File: src/rtl/mgmt_pkg.sv
// Shared frame layout, operation codes and the divider recommendation.
// Assumes a 32-bit frame word sent most significant bit first.
package mgmt_pkg;
    localparam int FRAME_W = 32;

    typedef enum logic [1:0] {
        OP_RSVD0 = 2'b00,
        OP_WRITE = 2'b01,
        OP_READ  = 2'b10,
        OP_RSVD3 = 2'b11
    } mgmt_op_e;

    typedef struct packed {
        logic [1:0]  sof;
        logic [1:0]  op;
        logic [4:0]  phy;
        logic [4:0]  regad;
        logic [1:0]  ta;
        logic [15:0] data;
    } mgmt_frame_t;

    // Recommended divider code for a system clock frequency in Hz.
    function automatic logic [1:0] pick_div_code(input int unsigned hz);
        if (hz < 32'd20_000_000)      return 2'd0;
        else if (hz < 32'd40_000_000) return 2'd1;
        else if (hz < 32'd80_000_000) return 2'd2;
        else                          return 2'd3;
    endfunction
endpackage

File: src/rtl/mgmt_clk_phase.sv
// Management clock generator. A phase counter runs while a frame is active.
// It flags the rising edge halfway through each period and the falling edge
// at the end. The divider code is captured when a frame starts.
// Assumes DIV_BASE_LOG2 >= 1.
module mgmt_clk_phase #(
    parameter int DIV_BASE_LOG2 = 3,
    parameter int SEL_W         = 2
) (
    input  logic             clk,
    input  logic             rst_n,
    input  logic             start,
    input  logic             run,
    input  logic [SEL_W-1:0] div_sel,
    output logic             mdc_q,
    output logic             rise_evt,
    output logic             fall_evt
);
    localparam int NSEL  = 1 << SEL_W;
    localparam int CNT_W = DIV_BASE_LOG2 + NSEL - 1;

    logic [CNT_W-1:0] cnt;
    logic [SEL_W-1:0] sel_q;
    logic [CNT_W-1:0] half_lim [NSEL];
    logic [CNT_W-1:0] full_lim [NSEL];

    // Compare limits for every divider setting
    for (genvar g = 0; g < NSEL; g++) begin : g_lim
        assign full_lim[g] = CNT_W'((1 << (DIV_BASE_LOG2 + g)) - 1);
        assign half_lim[g] = CNT_W'((1 << (DIV_BASE_LOG2 + g - 1)) - 1);
    end

    assign rise_evt = run && (cnt == half_lim[sel_q]);
    assign fall_evt = run && (cnt == full_lim[sel_q]);

    // Phase counter, clock level and captured divider code
    always_ff @(posedge clk) begin
        if (!rst_n) begin
            cnt   <= '0;
            mdc_q <= 1'b0;
            sel_q <= '0;
        end else if (start) begin
            cnt   <= '0;
            mdc_q <= 1'b0;
            sel_q <= div_sel;
        end else if (run) begin
            if (fall_evt) begin
                cnt   <= '0;
                mdc_q <= 1'b0;
            end else begin
                cnt <= cnt + CNT_W'(1);
                if (rise_evt) mdc_q <= 1'b1;
            end
        end else begin
            cnt   <= '0;
            mdc_q <= 1'b0;
        end
    end

    AST_RISE_FROM_LOW: assert property (@(posedge clk) disable iff (!rst_n)
        rise_evt |-> !mdc_q);
    AST_FALL_FROM_HIGH: assert property (@(posedge clk) disable iff (!rst_n)
        fall_evt |-> mdc_q);
    AST_CNT_BOUND: assert property (@(posedge clk) disable iff (!rst_n)
        run |-> cnt <= full_lim[sel_q]);
endmodule

File: src/rtl/mgmt_frame_seq.sv
// Frame sequencer. It holds the frame register and counts bits: first the
// preamble, then the frame. It launches each bit on a falling-edge event,
// releases the line for reads and shifts in read data on rising-edge events.
// Assumes rise and fall events never coincide.
module mgmt_frame_seq
    import mgmt_pkg::*;
#(
    parameter int PRE_BITS = 32
) (
    input  logic               clk,
    input  logic               rst_n,
    input  logic               wr,
    input  logic [FRAME_W-1:0] wdata,
    input  logic               rise_evt,
    input  logic               fall_evt,
    input  logic               sdi,
    output logic               start,
    output logic               busy,
    output logic [FRAME_W-1:0] frame_q,
    output logic               dout,
    output logic               drive
);
    localparam int TOTAL  = PRE_BITS + FRAME_W;
    localparam int BIT_W  = $clog2(TOTAL + 1);
    localparam int POS_W  = $clog2(FRAME_W);
    localparam int DATA_W = 16;

    logic [BIT_W-1:0]  bitcnt;
    logic [DATA_W-1:0] cap;
    mgmt_frame_t       fr;
    logic              is_rd;
    logic              in_data;

    assign fr      = frame_q;
    assign is_rd   = (fr.op == OP_READ);
    assign in_data = int'(bitcnt) >= PRE_BITS + FRAME_W - DATA_W;
    assign start   = wr && !busy;

    // Line value for bit k of the preamble-plus-frame sequence
    function automatic logic bit_at(input logic [BIT_W-1:0] k,
                                    input logic [FRAME_W-1:0] f);
        logic [POS_W-1:0] pos;
        if (int'(k) < PRE_BITS) return 1'b1;
        pos = POS_W'(FRAME_W - 1 - (int'(k) - PRE_BITS));
        return f[pos];
    endfunction

    // Drive enable for bit k: reads release from the second turnaround bit
    function automatic logic drive_at(input logic [BIT_W-1:0] k,
                                      input logic [FRAME_W-1:0] f);
        mgmt_frame_t ff;
        ff = f;
        if (ff.op == OP_READ && int'(k) >= PRE_BITS + FRAME_W - DATA_W - 1)
            return 1'b0;
        return 1'b1;
    endfunction

    // Frame register, bit counter, line outputs and read capture
    always_ff @(posedge clk) begin
        if (!rst_n) begin
            busy    <= 1'b0;
            bitcnt  <= '0;
            frame_q <= '0;
            dout    <= 1'b0;
            drive   <= 1'b0;
            cap     <= '0;
        end else if (start) begin
            busy    <= 1'b1;
            bitcnt  <= '0;
            frame_q <= wdata;
            dout    <= bit_at('0, wdata);
            drive   <= drive_at('0, wdata);
            cap     <= '0;
        end else if (busy) begin
            if (rise_evt && is_rd && in_data)
                cap <= {cap[DATA_W-2:0], sdi};
            if (fall_evt) begin
                if (int'(bitcnt) == TOTAL - 1) begin
                    busy  <= 1'b0;
                    dout  <= 1'b0;
                    drive <= 1'b0;
                    if (is_rd) frame_q[DATA_W-1:0] <= cap;
                end else begin
                    bitcnt <= bitcnt + BIT_W'(1);
                    dout   <= bit_at(bitcnt + BIT_W'(1), frame_q);
                    drive  <= drive_at(bitcnt + BIT_W'(1), frame_q);
                end
            end
        end
    end

    AST_IDLE_RELEASED: assert property (@(posedge clk) disable iff (!rst_n)
        !busy |-> !drive);
    AST_RD_LINE_FREE: assert property (@(posedge clk) disable iff (!rst_n)
        busy && is_rd && in_data |-> !drive);
    AST_IDLE_HOLDS_FRAME: assert property (@(posedge clk) disable iff (!rst_n)
        !busy && !wr |=> $stable(frame_q));
    AST_BUSY_IGNORES_WR: assert property (@(posedge clk) disable iff (!rst_n)
        busy |=> $stable(frame_q[FRAME_W-1:DATA_W]));
endmodule

File: src/rtl/mgmt_frame_master.sv
// Top of the management frame master. It connects the clock generator and
// the sequencer, and gates the pins with the port enable.
// Assumes mdio_i is already synchronous to clk.
module mgmt_frame_master
    import mgmt_pkg::*;
#(
    parameter int PRE_BITS      = 32,
    parameter int DIV_BASE_LOG2 = 3,
    parameter int SEL_W         = 2
) (
    input  logic               clk,
    input  logic               rst_n,
    input  logic               port_en,
    input  logic [SEL_W-1:0]   div_sel,
    input  logic               frame_wr,
    input  logic [FRAME_W-1:0] frame_wdata,
    output logic [FRAME_W-1:0] frame_rdata,
    output logic               idle,
    output logic               mdc,
    input  logic               mdio_i,
    output logic               mdio_o,
    output logic               mdio_oe
);
    logic start, busy, mdc_q, rise_evt, fall_evt, dout, drive;

    mgmt_clk_phase #(.DIV_BASE_LOG2(DIV_BASE_LOG2), .SEL_W(SEL_W)) u_clk (
        .clk(clk), .rst_n(rst_n), .start(start), .run(busy),
        .div_sel(div_sel), .mdc_q(mdc_q), .rise_evt(rise_evt),
        .fall_evt(fall_evt));

    mgmt_frame_seq #(.PRE_BITS(PRE_BITS)) u_seq (
        .clk(clk), .rst_n(rst_n), .wr(frame_wr), .wdata(frame_wdata),
        .rise_evt(rise_evt), .fall_evt(fall_evt), .sdi(mdio_i),
        .start(start), .busy(busy), .frame_q(frame_rdata),
        .dout(dout), .drive(drive));

    assign idle    = !busy;
    assign mdc     = mdc_q & port_en;
    assign mdio_o  = dout;
    assign mdio_oe = drive & port_en;

    AST_START_DROPS_IDLE: assert property (@(posedge clk) disable iff (!rst_n)
        frame_wr && idle |=> !idle);
    AST_CLOCK_QUIET_IDLE: assert property (@(posedge clk) disable iff (!rst_n)
        idle |-> !mdc);
endmodule

File: config.mk
export PLATFORM = sky130hd
export DESIGN_NAME = mgmt_frame_master
export DESIGN_NICKNAME = d
export VERILOG_FILES = /design/src/rtl/mgmt_pkg.sv /design/src/rtl/mgmt_clk_phase.sv /design/src/rtl/mgmt_frame_seq.sv /design/src/rtl/mgmt_frame_master.sv
export SDC_FILE = /design/constraint.sdc
export NUM_CORES = 1
export LEC_CHECK = 0
export ABC_AREA = 1
export ABC_CLOCK_PERIOD_IN_PS = 4700
export CAP_MARGIN = 20
export CORE_ASPECT_RATIO = 0.8
export CORE_MARGIN = 5
export CORE_UTILIZATION = 53
export CTS_CLUSTER_SIZE = 25
export DETAILED_ROUTE_END_ITERATION = 8
export PLACE_DENSITY = 0.87
export SKIP_CTS_REPAIR_TIMING = 1
export SYNTH_ARGS = -nofsm -noshare
export SYNTH_HDL_FRONTEND = slang
export SYNTH_SLANG_ARGS = --single-unit
File: constraint.sdc
create_clock -name clk -period 4.7 [get_ports clk]
set_clock_uncertainty 0.15 [all_clocks]
set_input_delay 0.705 -clock clk [delete_from_list [all_inputs] [get_ports clk]]
set_output_delay 0.705 -clock clk [all_outputs]
set_load 0.05 [all_outputs]
==> Word level (Yosys, flattened, before mapping) <==
Index checks and enable logic that the tools add are counted.
{ "classes": {"add_sub_neg": 4, "n_lt_le_gt_ge": 5, "eq_ne": 4, "mux": 44, "n_reduce_logical": 17, "bitwise": 6} }
{ "op_table": {"columns": ["op", "n"], "rows": [
  ["$mux W16", 5],
  ["$mux W1", 32],
  ["$bmux W6 S2", 2],
  ["$mux W6", 4],
  ["$ge A7 B6 Y1 const B", 2],
  ["$eq A6 B6 Y1", 2],
  ["$reduce_bool A2 Y1", 4],
  ["$add A7 B1 Y7 const B", 1],
  ["$eq A7 B7 Y1 const B", 1],
  ["$lt A7 B6 Y1 const B", 1],
  ["$add A6 B1 Y6 const B", 1],
  ["$logic_and A1 B1 Y1", 6],
  ["$lt A5 B6 Y1 const B", 1],
  ["$bmux W1 S5", 1],
  ["$sub A1 B5 Y5 const A", 1],
  ["$sub A5 B1 Y5 const B", 1],
  ["$reduce_and A2 Y1", 2],
  ["$reduce_and A4 Y1", 1],
  ["$reduce_or A4 Y1", 1],
  ["$ge A3 B3 Y1 const B", 1],
  ["$not A1 Y1", 3],
  ["$not A2 Y3", 1],
  ["$reduce_and A3 Y1", 1],
  ["$and A1 B1 Y1", 2],
  ["3 further kinds", 3]
]} }
{ "totals": {"reg_bits": 67, "out_inout_bits": 36} }

==> Longest topological paths before layout <==
Gate-level depths: netlist (run 1).
{ "depth": {"word_depth": 15, "ltp_mapped": 13} }

==> Hierarchy <==
A second synthesis (run 1) with hierarchy kept.
{ "hier_totals": {"hier_cells": 461, "area_unflattened_um2": 3175.5} }
{ "by_module_without_submodules": {"columns": ["module", "area_each_um2", "seq_area_each_um2", "n_inst", "cells_per_inst"], "rows": [
  ["mgmt_frame_seq", 2695.1, 1161.1, 1, 388],
  ["mgmt_clk_phase", 461.7, 180.2, 1, 68],
  ["mgmt_frame_master", 18.8, 0.0, 1, 5]
]} }

==> Worst setup path after synthesis (run 1) <==
No wires, ideal clock.
{ "synth_path": {"kind": "register -> register", "from": "reg u_seq.bitcnt[0]", "to": "reg u_seq.dout", "synth_period_minus_slack_ps": 2167, "path_buffers": 2, "arrival_time_ps": 1899, "setup_slack_ps": 2533, "path_stages_with_launch": 14, "t_required_ps": 4432, "path_cell_list": "dfxtp_1 clkinv_1 clkbuf_1 ha_1 buf_2 clkinv_1 nand3_1 nand3_1 nand2_1 nand2_1 nand3_1 nand2_1 nand2_1 a21oi_1"} }
{ "synth_between": {"elab_chain_cells": 13, "elab_cells_between_ends": 18} }
{ "synth_rtl": {"columns": ["element", "line_no", "text"], "rows": [
  ["from (decl)", "mgmt_frame_seq.sv:28", "logic [BIT_W-1:0] bitcnt;"],
  ["from (signal assigned)", "mgmt_frame_seq.sv:84", "bitcnt <= bitcnt + BIT_W'(1);"],
  ["branches (longest 9 deep; another with $add A7 B1 Y7)", null, null],
  ["$mux W1 *", "mgmt_frame_seq.sv:78", "if (int'(bitcnt) == TOTAL - 1) begin"],
  ["$mux W1 *", "mgmt_frame_seq.sv:77", "if (fall_evt) begin"],
  ["$mux W1 *", "mgmt_frame_seq.sv:74", "end else if (busy) begin"],
  ["$mux W1 *", "mgmt_frame_seq.sv:67", "end else if (start) begin"],
  ["to (signal assigned)", "mgmt_frame_seq.sv:71", "dout <= bit_at('0, wdata);"],
  ["to (signal assigned)", "mgmt_frame_seq.sv:85", "dout <= bit_at(bitcnt + BIT_W'(1), frame_q);"],
  ["to (decl)", "mgmt_frame_seq.sv:20", "output logic dout,"]
]} }
Mark *: on every way between the ends. The select of a mux whose other input is x is not followed.
A chain may end at the register's enable or synchronous reset.

==> Final worst setup path (run 1) <==
Same ends and word-level chain as after synthesis.

==> flow_metrics.tcl, run 1 <==
set metrics [dict create \
    detail_route.wl_per_cell_um 13.8 \
    synthCells 456 \
    period_minus_slack_ns 3.53 \
    min_path_type "flip-flop to flip-flop" \
    power_leakage_nw 1.68 \
    synth_fp_nets 499 \
    rows 25 \
    num_io_pins 75 \
    final_nets 563 \
    dp.cells 590 \
    max_freq_mhz 283 \
    grt_overflow 0 \
    powerDensity_mw_per_mm2 334 \
    status "finished clean" \
    rsz0062_at_grt "false" \
    worstSetupStartpointType "flip-flop" \
    drt_iter0_drc 200 \
    fin_area_mm2 0.00414 \
    grt_first_pass_wirelength_mm 13.8 \
    ff_latch_area_mm2 0.00134 \
    grtUsageTotal_pct 23.1 \
    final_cells 606 \
    post_dp_cell_area_mm2 0.00391 \
    layout-drive-gt1-share_pct 4.57 \
    netlist.top_cell.by_area "dfxtp_1" \
    clk_pin_slew_ns 0.07 \
    floorplan.initialDensity_pct 54.2 \
    cts_buffer_depth 2 \
    syn_area_mm2 0.00317 \
    globalplace.congestion 0.947 \
    worstSetupPathType "flip-flop to flip-flop" \
    fp.coreArea_mm2 0.00585 \
    cts_tree "built" \
    clk_latency_ns 0.35 \
    numPortBuffers 74 \
    final_max_slew_viol_count 0 \
    cp_data_arrival_time_ns 3.62 \
    diodes 0 \
    grt_pass1_vias 3064 \
    antenna_found_initial 0 \
    area_growth_pct 30.7 \
    dieArea_mm2 0.00763 \
    multi_input_area_mm2 0.00146 \
    synth.top_cell.area_share_pct 42.3 \
    final_antenna_net_count 0 \
    place_ws_ns 1.27 \
    layout_commonest_cell "nand2_1" \
    drtPass1Iterations 5 \
    seq_area_frac_synth_pct 42.3 \
    ff2ff_path_depth 11 \
    holdPathStages 1 \
    cp.required_ns 4.79 \
    end_kind "flip-flop" \
    yosysWarnings 0 \
    setup_slack_ns 1.17 \
    synth_seq_cells 67 \
    drt-total-wl_mm 8.38 \
    setup_violations 0 \
    drv_cap 0 \
    cts_made_buffers 9 \
    fillCellCount 481 \
    vdd_drop_max_v 0.000249 \
    chipWidth_um 96.4 \
    layout_common_cells "nand2_1, clkdlybuf4s50_1, dfxtp_1" \
    drc 0 \
    tightest_slew_ns 0.979 \
    dp_hpwl_mm 5.85 \
    ys_types 30 \
    root_buffer "clkbuf_8" \
    h-tree-depth 3 \
    fin_crit_sh_pct 75.1 \
    slew_headroom_pct 34.8 \
    hold_viol 0 \
    grt_max_degree 37 \
    die_height_um 79.2 \
    clock_sinks 67 \
    num_vias 3172 \
    path_max_fanout 22 \
    setup-tns-final_ns 0 \
    synth_area_leaders "dfxtp_1, nand2_1, o21ai_0" \
    synth.avg_cell_area_um2 6.95 \
    drt-vias-per-instance 5.23 \
]
[worst max-delay path, cell delays in order (launching register included)]
cell	delay, ns
dfxtp_1	0.80
clkinv_1	0.67
ha_1	0.74
clkinv_1	0.35
nand3_1	0.18
nand3_1	0.08
nand2_1	0.10
nand2_1	0.05
nand3_1	0.11
nand2_1	0.06
nand2_1	0.05
a21oi_1	0.06
[synth_stat cells, drive strengths merged]
| cell type | count |
|---|---|
| a211oi | 2 |
| a21oi | 45 |
| a22oi | 1 |
| and2 | 1 |
| buf | 9 |
| clkbuf | 14 |
| clkinv | 2 |
| dfxtp | 67 |
| ha | 4 |
| inv | 67 |
| mux2i | 2 |
| nand2 | 86 |
| nand3 | 52 |
| nand3b | 2 |
| nor2 | 21 |
| nor3b | 1 |
| o211ai | 1 |
| o21ai | 70 |
| o21bai | 1 |
| or2 | 1 |
| xnor2 | 1 |
| xor2 | 6 |
[per-stage QoR]
stage	utilization [%]	hold WS, ns	power, W
6_report	70.8	0.292	0.00138
5_1_grt	70.8	0.324	0.00144
4_1_cts	70.8	0.299	0.00139
3_5_place_dp	66.9	0.286	0.000850
3_3_place_gp	66.9	0.279	0.000846
2_1_floorplan	-	0.268	0.000760
[area by class of cell]
| cell class | count | share of cell area, % |
|---|---|---|
| Clock buffer | 12 | 3.75 |
| Clock inverter | 4 | 1.75 |
| Inverter | 69 | 6.25 |
| Multi-Input combinational cell | 297 | 35.2 |
| Sequential cell | 67 | 32.4 |
| Tap cell | 81 | 2.45 |
| Timing Repair Buffer | 76 | 18.2 |
[sequential cells by signal, indices dropped and copies added, names as in the netlist]
signal	cells
u_seq.dout	1
u_clk.cnt	6
u_seq.frame_q	32
u_seq.busy	1
u_clk.sel_q	2
u_seq.cap	16
u_seq.bitcnt	7
u_clk.mdc_q	1
u_seq.drive	1
[power breakdown]
part	leakage [nW]	total [W]	switching [W]	internal [W]
Sequential	0.546	0.000608	0.0000176	0.000590
Clock	0.113	0.000546	0.000219	0.000327
Combinational	1.02	0.000231	0.000144	0.0000869
[per-layer routing]
layer	vias up	GRT usage [%]	part of all wire (%)
met5	-	0	0
met4	0	7.00	2.1
met3	20	7.58	8.1
met2	134	37.5	46
met1	1409	28.9	44
li1	1609	-	-
[kinds of logic after synthesis]
logic type	share of synthesized area [%]
XOR/XNOR	1.94
adder cells (fa/ha/maj)	1.58
flip-flops	42.3
AO/OA/AOI/OAI	19.4
buffers and inverters	11.7
AND/OR/NAND/NOR	22.5
multiplexers	0.632
[worst paths after layout]
check                                      from           end  slack, ns
worst max-delay path            u_seq.bitcnt[0]    u_seq.dout       1.17
worst min-delay path               u_clk.cnt[0]  u_clk.cnt[0]       0.29
worst max register to register  u_seq.bitcnt[0]    u_seq.dout       1.17
worst min register to register     u_clk.cnt[0]  u_clk.cnt[0]       0.29
(Power assumes the default switching activity.)
==> inputs of run 2 (changes only) <==
Settings changed: ABC_CLOCK_PERIOD_IN_PS 4700 to 3640, CORE_UTILIZATION 53 to 50, PLACE_DENSITY 0.87 to 0.83.
Clock period 4.7 ns to 3.64 ns, I/O delays scaled along.
==> flow_metrics.tcl, run 2 (same netlist as run 1, synthesis figures left out) <==
set metrics [dict create \
    rsz0062_at_grt "false" \
    cp.required_ns 2.94 \
    num_io_pins 75 \
    cts_tree "built" \
    period_minus_slack_ns 2.61 \
    cts_buffer_depth 2 \
    final_antenna_net_count 0 \
    final_max_slew_viol_count 0 \
    vdd_drop_max_v 0.000342 \
    drtPass1Iterations 4 \
    drt_iter0_drc 208 \
    dp_hpwl_mm 5.69 \
    timing.hold.ws_ns 0.299 \
    drt-total-wl_mm 8.05 \
    detail_route.wl_per_cell_um 13.1 \
    worstSetupPathType "input port to output port" \
    grt_first_pass_wirelength_mm 13.3 \
    status "finished clean" \
    globalplace.congestion 0.822 \
    path_max_fanout 2 \
    antenna_found_initial 0 \
    drv_cap 0 \
    root_buffer "clkbuf_8" \
    drc 0 \
    hold_viol 0 \
    layout_commonest_cell "nand2_1" \
    cp_data_arrival_time_ns 1.92 \
    reg2reg_slack_ns 1.21 \
    fin_crit_sh_pct 71.8 \
    setup_violations 0 \
    grt_pass1_vias 2942 \
    cts_made_buffers 9 \
    clk_pin_slew_ns 0.07 \
    diodes 0 \
    fp.coreArea_mm2 0.00628 \
    clk_latency_ns 0.35 \
    layout-drive-gt1-share_pct 5.66 \
    rows 26 \
    dieArea_mm2 0.00804 \
    h-tree-depth 3 \
    final_nets 568 \
    layout_common_cells "nand2_1, clkdlybuf4s50_1, dfxtp_1" \
    largest_reg_flops 32 \
    worstSetupStartpointType "input port" \
    tightest_slew_ns 0.603 \
    grtUsageTotal_pct 20.7 \
    end_kind "output port" \
    slew_headroom_pct 59.6 \
    area_growth_pct 31.6 \
    powerDensity_mw_per_mm2 417 \
    die_height_um 81.2 \
    utilization_pct 66.4 \
    chipWidth_um 99.0 \
    setup-tns-final_ns 0 \
    grt_overflow 0 \
    num_vias 3196 \
    floorplan.initialDensity_pct 50.5 \
    min_path_type "flip-flop to flip-flop" \
    top_register "u_seq.frame_q" \
    max_freq_mhz 383 \
    power_leakage_nw 1.70 \
    drt-vias-per-instance 5.21 \
    clock_sinks 67 \
    numPortBuffers 74 \
    top_regs "u_seq.frame_q: 32 flops, u_seq.cap: 16 flops, u_seq.bitcnt: 7 flops" \
    grt_max_degree 37 \
]
==> run 2: routing by layer <==
metal  wire length (µm)  global-route usage, %  up-vias
met5                  0                      0        -
met1               3670                   25.2     1471
met3                566                   9.10       10
met2               3730                   32.9       96
met4                 78                   6.82        0
li1                   -                      -     1619
==> run 2: power by group <==
part	internal (W)	switching, W
Clock	0.000370	0.000284
Combinational	0.000114	0.000185
Sequential	0.000762	0.0000210
==> run 2: cell type report <==
class                           count  area [µm²]
Tap cell                           84         105
Multi-Input combinational cell    297        1460
Sequential cell                    67        1340
Inverter                           69         259
Clock buffer                       12         165
Clock inverter                      4        47.5
Timing Repair Buffer               81         793
Fill cell                         562        2110
==> run 2: worst paths after layout <==
| path | startpoint | endpoint | cells past startpoint |
|---|---|---|---|
| max | port_en | mdc | 4 |
| min | u_clk.cnt[0] | u_clk.cnt[0] | 1 |
| max reg2reg | u_seq.bitcnt[0] | u_seq.dout | 11 |
| min reg2reg | u_clk.cnt[0] | u_clk.cnt[0] | 1 |
==> run 2: per-stage QoR <==
stage / setup WS (ns) / total power (W) / instance area, µm² / instances
after floorplan: 1.47 / 0.000981 / 3170 / 456
after global placement: 1.03 / 0.00109 / 3960 / 598
after detailed placement: 0.980 / 0.00110 / 3960 / 598
after CTS: 1.01 / 0.00175 / 4170 / 614
after global routing: 0.931 / 0.00181 / 4170 / 614
final: 1.03 / 0.00174 / 4170 / 614
==> run 2: worst max-delay path, cell delays in order <==
cell and delay (ns):
clkdlybuf4s50_1 0.48, nand2_1 0.05, inv_1 0.05, clkdlybuf4s50_1 0.79
